===== config.mk =====
export PLATFORM = sky130hd
export DESIGN_NAME = led_cmd_seq
export DESIGN_NICKNAME = d
export VERILOG_FILES = /design/src/rtl/ledseq_pkg.sv /design/src/rtl/reply_timer.sv /design/src/rtl/reply_gate.sv /design/src/rtl/led_cmd_seq.sv
export SDC_FILE = /design/constraint.sdc
export NUM_CORES = 1
export LEC_CHECK = 0
export BUFFER_PORTS_ARGS = -buffer_cell sky130_fd_sc_hd__buf_2
export CAP_MARGIN = 10
export CORE_MARGIN = 3
export CORE_UTILIZATION = 50
export CTS_CLUSTER_DIAMETER = 80
export DETAILED_ROUTE_END_ITERATION = 10
export GPL_TIMING_DRIVEN = 0
export PLACE_DENSITY = 0.79
export RECOVER_POWER = 50
export SLEW_MARGIN = 0
export SYNTH_ARGS = -nofsm -noshare
export SYNTH_HDL_FRONTEND = slang
export SYNTH_SLANG_ARGS = --single-unit

===== constraint.sdc =====
create_clock -name clk -period 2.2 [get_ports clk]
set_input_delay 0.11 -clock clk [delete_from_list [all_inputs] [get_ports clk]]
set_output_delay 0.11 -clock clk [all_outputs]
set_load 0.1 [all_outputs]

===== src/rtl/ledseq_pkg.sv =====
package ledseq_pkg;

    typedef enum logic [2:0] {
        S_IDLE,
        S_ISSUE_CMD,
        S_XMIT_CMD,
        S_WAIT_CMD,
        S_ISSUE_LED,
        S_XMIT_LED,
        S_WAIT_LED,
        S_REPORT
    } seq_state_e;

    localparam logic [7:0] CODE_SET_LEDS = 8'hED;
    localparam logic [7:0] CODE_ACK      = 8'hFA;

endpackage


===== src/rtl/reply_timer.sv =====
module reply_timer #(
    parameter int LIMIT = 100000
) (
    input  logic clk,
    input  logic rst_n,
    input  logic run,
    output logic expired
);
    localparam int CW = (LIMIT > 2) ? $clog2(LIMIT) : 1;
    localparam logic [CW-1:0] LAST = CW'(LIMIT - 1);

    logic [CW-1:0] cnt;

    // Window restarts from zero every time run is dropped.
    always_ff @(posedge clk or negedge rst_n) begin
        if (!rst_n) begin
            cnt <= '0;
        end else if (!run) begin
            cnt <= '0;
        end else if (cnt != LAST) begin
            cnt <= cnt + 1'b1;
        end
    end

    assign expired = run && (cnt == LAST);

    // every wait window begins with a fresh count
    p_fresh_window_r5: assert property (@(posedge clk) disable iff (!rst_n)
        (run && !$past(run)) |-> (cnt == '0));

endmodule


===== src/rtl/reply_gate.sv =====
module reply_gate #(
    parameter logic [7:0] ACK_CODE = 8'hFA
) (
    input  logic       listen,
    input  logic       rx_valid,
    input  logic [7:0] rx_data,
    output logic       got_ack,
    output logic       got_other
);
    logic taken;

    // Bytes outside a listening window are dropped here (stale flush).
    assign taken     = listen && rx_valid;
    assign got_ack   = taken && (rx_data == ACK_CODE);
    assign got_other = taken && (rx_data != ACK_CODE);

endmodule


===== src/rtl/led_cmd_seq.sv =====
module led_cmd_seq
    import ledseq_pkg::*;
#(
    parameter int LED_W          = 3,
    parameter int TIMEOUT_CYCLES = 100000
) (
    input  logic             clk,
    input  logic             rst_n,
    input  logic             go,
    input  logic [LED_W-1:0] led_state,
    output logic             tx_start,
    output logic [7:0]       tx_data,
    input  logic             tx_done,
    input  logic             tx_err,
    input  logic             rx_valid,
    input  logic [7:0]       rx_data,
    output logic             done,
    output logic             ok
);
    seq_state_e       state, nxt;
    logic [LED_W-1:0] led_q;
    logic [7:0]       led_byte;
    logic             result_q, pass_d;
    logic             waiting, got_ack, got_other, expired;

    generate
        if (LED_W == 8) begin : g_full
            assign led_byte = led_q;
        end else begin : g_pad
            assign led_byte = {{(8-LED_W){1'b0}}, led_q};
        end
    endgenerate

    reply_gate #(.ACK_CODE(CODE_ACK)) u_gate (
        .listen    (waiting),
        .rx_valid  (rx_valid),
        .rx_data   (rx_data),
        .got_ack   (got_ack),
        .got_other (got_other)
    );

    reply_timer #(.LIMIT(TIMEOUT_CYCLES)) u_timer (
        .clk     (clk),
        .rst_n   (rst_n),
        .run     (waiting),
        .expired (expired)
    );

    // Next-state decision; a received byte wins over an expiring window.
    always_comb begin
        nxt    = state;
        pass_d = 1'b0;
        unique case (state)
            S_IDLE:      if (go) nxt = S_ISSUE_CMD;
            S_ISSUE_CMD: nxt = S_XMIT_CMD;
            S_XMIT_CMD: begin
                if (tx_err)       nxt = S_REPORT;
                else if (tx_done) nxt = S_WAIT_CMD;
            end
            S_WAIT_CMD: begin
                if (got_ack)                   nxt = S_ISSUE_LED;
                else if (got_other || expired) nxt = S_REPORT;
            end
            S_ISSUE_LED: nxt = S_XMIT_LED;
            S_XMIT_LED: begin
                if (tx_err)       nxt = S_REPORT;
                else if (tx_done) nxt = S_WAIT_LED;
            end
            S_WAIT_LED: begin
                if (got_ack) begin
                    nxt    = S_REPORT;
                    pass_d = 1'b1;
                end else if (got_other || expired) begin
                    nxt = S_REPORT;
                end
            end
            S_REPORT:    nxt = S_IDLE;
        endcase
    end

    // State register with the LED latch and the result flag.
    always_ff @(posedge clk or negedge rst_n) begin
        if (!rst_n) begin
            state    <= S_IDLE;
            led_q    <= '0;
            result_q <= 1'b0;
        end else begin
            state <= nxt;
            if (state == S_IDLE && go) begin
                led_q    <= led_state;
                result_q <= 1'b0;
            end
            if (state != S_REPORT && nxt == S_REPORT) begin
                result_q <= pass_d;
            end
        end
    end

    // Outputs decoded from the state.
    always_comb begin
        tx_start = (state == S_ISSUE_CMD) || (state == S_ISSUE_LED);
        tx_data  = (state == S_ISSUE_LED) ? led_byte : CODE_SET_LEDS;
        waiting  = (state == S_WAIT_CMD) || (state == S_WAIT_LED);
        done     = (state == S_REPORT);
        ok       = result_q;
    end

    // a request lasts exactly one cycle
    p_start_pulse_r1: assert property (@(posedge clk) disable iff (!rst_n)
        tx_start |=> !tx_start);

    // an accepted go is followed by the command byte request
    p_first_byte_r1: assert property (@(posedge clk) disable iff (!rst_n)
        (state == S_IDLE && go) |=> (tx_start && tx_data == CODE_SET_LEDS));

    // success only directly after an acknowledge to the LED byte
    p_ok_path_r3: assert property (@(posedge clk) disable iff (!rst_n)
        (done && ok) |-> $past(state == S_WAIT_LED && rx_valid && rx_data == CODE_ACK));

    // a non-acknowledge reply fails the command at once
    p_nack_fail_r4: assert property (@(posedge clk) disable iff (!rst_n)
        (waiting && rx_valid && rx_data != CODE_ACK) |=> (done && !ok));

    // an empty window ends in failure
    p_timeout_fail_r5: assert property (@(posedge clk) disable iff (!rst_n)
        (waiting && expired && !rx_valid) |=> (done && !ok));

    // transmitter error fails the command
    p_err_fail_r6: assert property (@(posedge clk) disable iff (!rst_n)
        ((state == S_XMIT_CMD || state == S_XMIT_LED) && tx_err) |=> (done && !ok));

    // done is a single-cycle pulse
    p_done_pulse_r7: assert property (@(posedge clk) disable iff (!rst_n)
        done |=> !done);

    // the latched pattern holds while a command is running
    p_busy_hold_r8: assert property (@(posedge clk) disable iff (!rst_n)
        (state != S_IDLE) |=> $stable(led_q));

endmodule


==> results.md <==
- Syn_area_per_cell: 8.994 um^2
- Worst-case clock buffer depth: 2
- Post-layout util: 0.6372
- Pwr dens: 1146 nW/um^2
- Vias: 1251
- TritonCTS clock tree: yes
- Die Width: 58.63 um
- DRT iter0 DRCs: 59
- Worst skew pair latency: 0.32 ns
- Pre-CTS setup slack: 0.1617 ns
- Num Clock Sinks: 24
- Die ar.: 3437 um^2
- CP startpoint kind: flip-flop
- Buffers on Ports: 26
- Final WL: 3064 um
- Crit path arrival time: 1.96 ns
- Number of antenna diodes: 0
- CTS root buffer: clkbuf_4
- Synthesized instance count: 154
- Mapped cell area: 1385 um^2
- Setup CP Type: flip-flop to output pin
- Vias in the first global route: 1158
- First-pass iteration count of the detailed router: 4
- Yosys warning count: 0
- Main area contributors after synthesis: dfrtp_1, nor2_1, xor2_1, nand2_1, nand4_1
- RSZ-0062 raised after global routing: no
- Tmin final: 2.069 ns
- Setup ws final: 0.1310 ns
- HPWL Detailed: 2303 um
- Worst Skew: 0.01089 ns
- CP top delay family: buffers and inverters
- RePlAce Congestion: 0.8123
- Outcome: finished, final reports clean
- Drt wl/cell: 14.19 um
- Setup violators final: 0
- Detail Route Antenna Nets: 0
- Chip height: 58.63 um
- Antenna violations before repair: 0
- CP max-delay cell: dfrtp_1
- CTS Buf Count: 3
- Setup TNS: 0 ns
- Crit-path max FO: 10
- Synth cell count leaders: nor2_1, dfrtp_1, nand2_1
- Layout cells sized above 1: 0.2151
- Worst Setup End Kind: output pin
- Highest clock rate: 483.3 MHz
- Core footprint: 2545 um^2
- Largest net degree at the start of global routing: 25
- Count leader, synth: nor2_1
- Hold Path Class: input port to flip-flop
- Area leader, netlist: dfrtp_1
- # rows: 18
- Count of state elements after synthesis: 24
- Post-synth EDFFs: 0
- Fraction of registers with async set/reset: 1.000
- First-pass GRT wire length: 5078 um
- Overflow after GRT: 0
- Total track usage: 0.1931
- WP buf/inv: 3
- Boundary Pins: 28
- CP required: 2.09 ns
- CP cell instances: clkbuf_1, nor2_1, nand2_1, buf_4, buf_2
- Main synth FF type: dfrtp_1
- Initial Util: 0.5442
- Final hold vios: 0
- Post-route DRC: 0
- Clock-pin slew on the worst setup and hold paths: 0.14 ns
- Worst VDD drop: 0.8672 mV
- Syn_nets: 172
- Transition time of the tightest slew-check pin: 1.267 ns
- Layout area overhead: 17.07%
- Final #Nets: 205
- Sequential area share after synthesis: 0.4336
- Max-cap violations: 0
- Share of the synthesized area in the top cell type: 0.4336
- Leakage power: 0.7118 nW
- Final period util: 0.9404
- Critical Path Max Stage Delay: 0.46 ns
- H-tree levels: 1
- Max-slew violation count: 0
- Worst slew margin: 0.1551
- Via/cell ratio: 5.792
- Yosys cell types: 37
[worst reg2reg max path: stages, from the launching register on]
cell      delay [ns]
dfrtp_1         0.48
ha_1            0.25
nor4bb_1        0.30
nand4_1         0.15
clkbuf_1        0.25
o31ai_2         0.30
a31oi_1         0.14
[routing by layer]
layer,up-vias,global-route usage,part of all wire
li1,597,-,-
met1,594,0.2437,0.43
met2,46,0.3254,0.49
met3,14,0.02632,0.045
met4,0,0.09385,0.033
met5,-,0,0
[layout by cell type, fill, tap and decap left out, drive strengths merged, types with 2 or more instances in the layout]
cell / count
o31ai: 2
nor4b: 2
nor2b: 3
or3: 3
and4: 2
clkbuf: 11
nand2: 15
xnor2: 5
nand3: 5
o21ai: 4
mux2: 3
a31oi: 2
nor4bb: 2
dfrtp: 24
o211ai: 2
a21oi: 3
buf: 28
nor2: 26
xor2: 10
nor4: 2
and3: 2
inv: 5
nand2b: 3
nand4: 8
[per-stage QoR]
step           std cells  area (um^2)  power, mW  hold slack (ns)
6_report             216         1622      1.859          0.01106
5_1_grt              216         1622      1.965          0.01031
4_1_cts              215         1615      1.858         0.004950
3_5_place_dp         210         1553      1.530           0.1219
3_3_place_gp         210         1553      1.513           0.1140
2_1_floorplan        154         1385      1.351          -0.1856
[path summary, 6_finish.rpt]
path | start | endpoint | slack (ns) | cells past startpoint
worst max-delay path | state[1] | tx_data[6] | 0.13 | 5
worst min-delay path | led_state[0] | led_q[0] | 0.01 | 2
worst max register to register | u_timer.cnt[0] | ok | 0.21 | 6
worst min register to register | led_q[1] | led_q[1] | 0.53 | 1
max in group asynchronous | rst_n | ok | 0.89 | 2
min in group asynchronous | rst_n | u_timer.cnt[4] | 0.56 | 2
[cell type report]
class	count	area, um^2
Clock buffer	3	22.52
Timing Repair Buffer	28	141.4
Fill cell	206	923.4
Sequential cell	24	600.6
Clock inverter	1	30.03
Inverter	5	18.77
Multi-Input combinational cell	116	721.9
Tap cell	30	37.54
Buffer	9	48.80
[power by group]
part	leakage, nW	switching [mW]	internal (mW)
clock	0.0279	0.138	0.184
sequential	0.321	0.0701	0.514
combinational	0.363	0.701	0.252
[kinds of logic (layout without fill, tap and decap cells)]
kind of cell,Yosys count,in the layout,synth area share
xor+xnor,15,15,0.09485
flops,24,24,0.4336
simple gates,77,77,0.2936
other cells,1,1,0.002707
mux,4,4,0.03162
buf+inv,14,46,0.04878
fa+ha+maj,2,2,0.01626
compound gates,17,17,0.07859
[sequential cells by signal, summed over array words and instances (netlist names)]
| signal | cells |
|---|---|
| led_q | 3 |
| ok | 1 |
| u_timer.cnt | 17 |
| state | 3 |
[timing repair]
action,in CTS,in global routing
buffers inserted,0,1
endpoints found under the hold margin,24,0
setup endpoints to repair,0,1
resized for setup,0,1
hold buffers,1,0
Power figures use the tool's default switching activity.
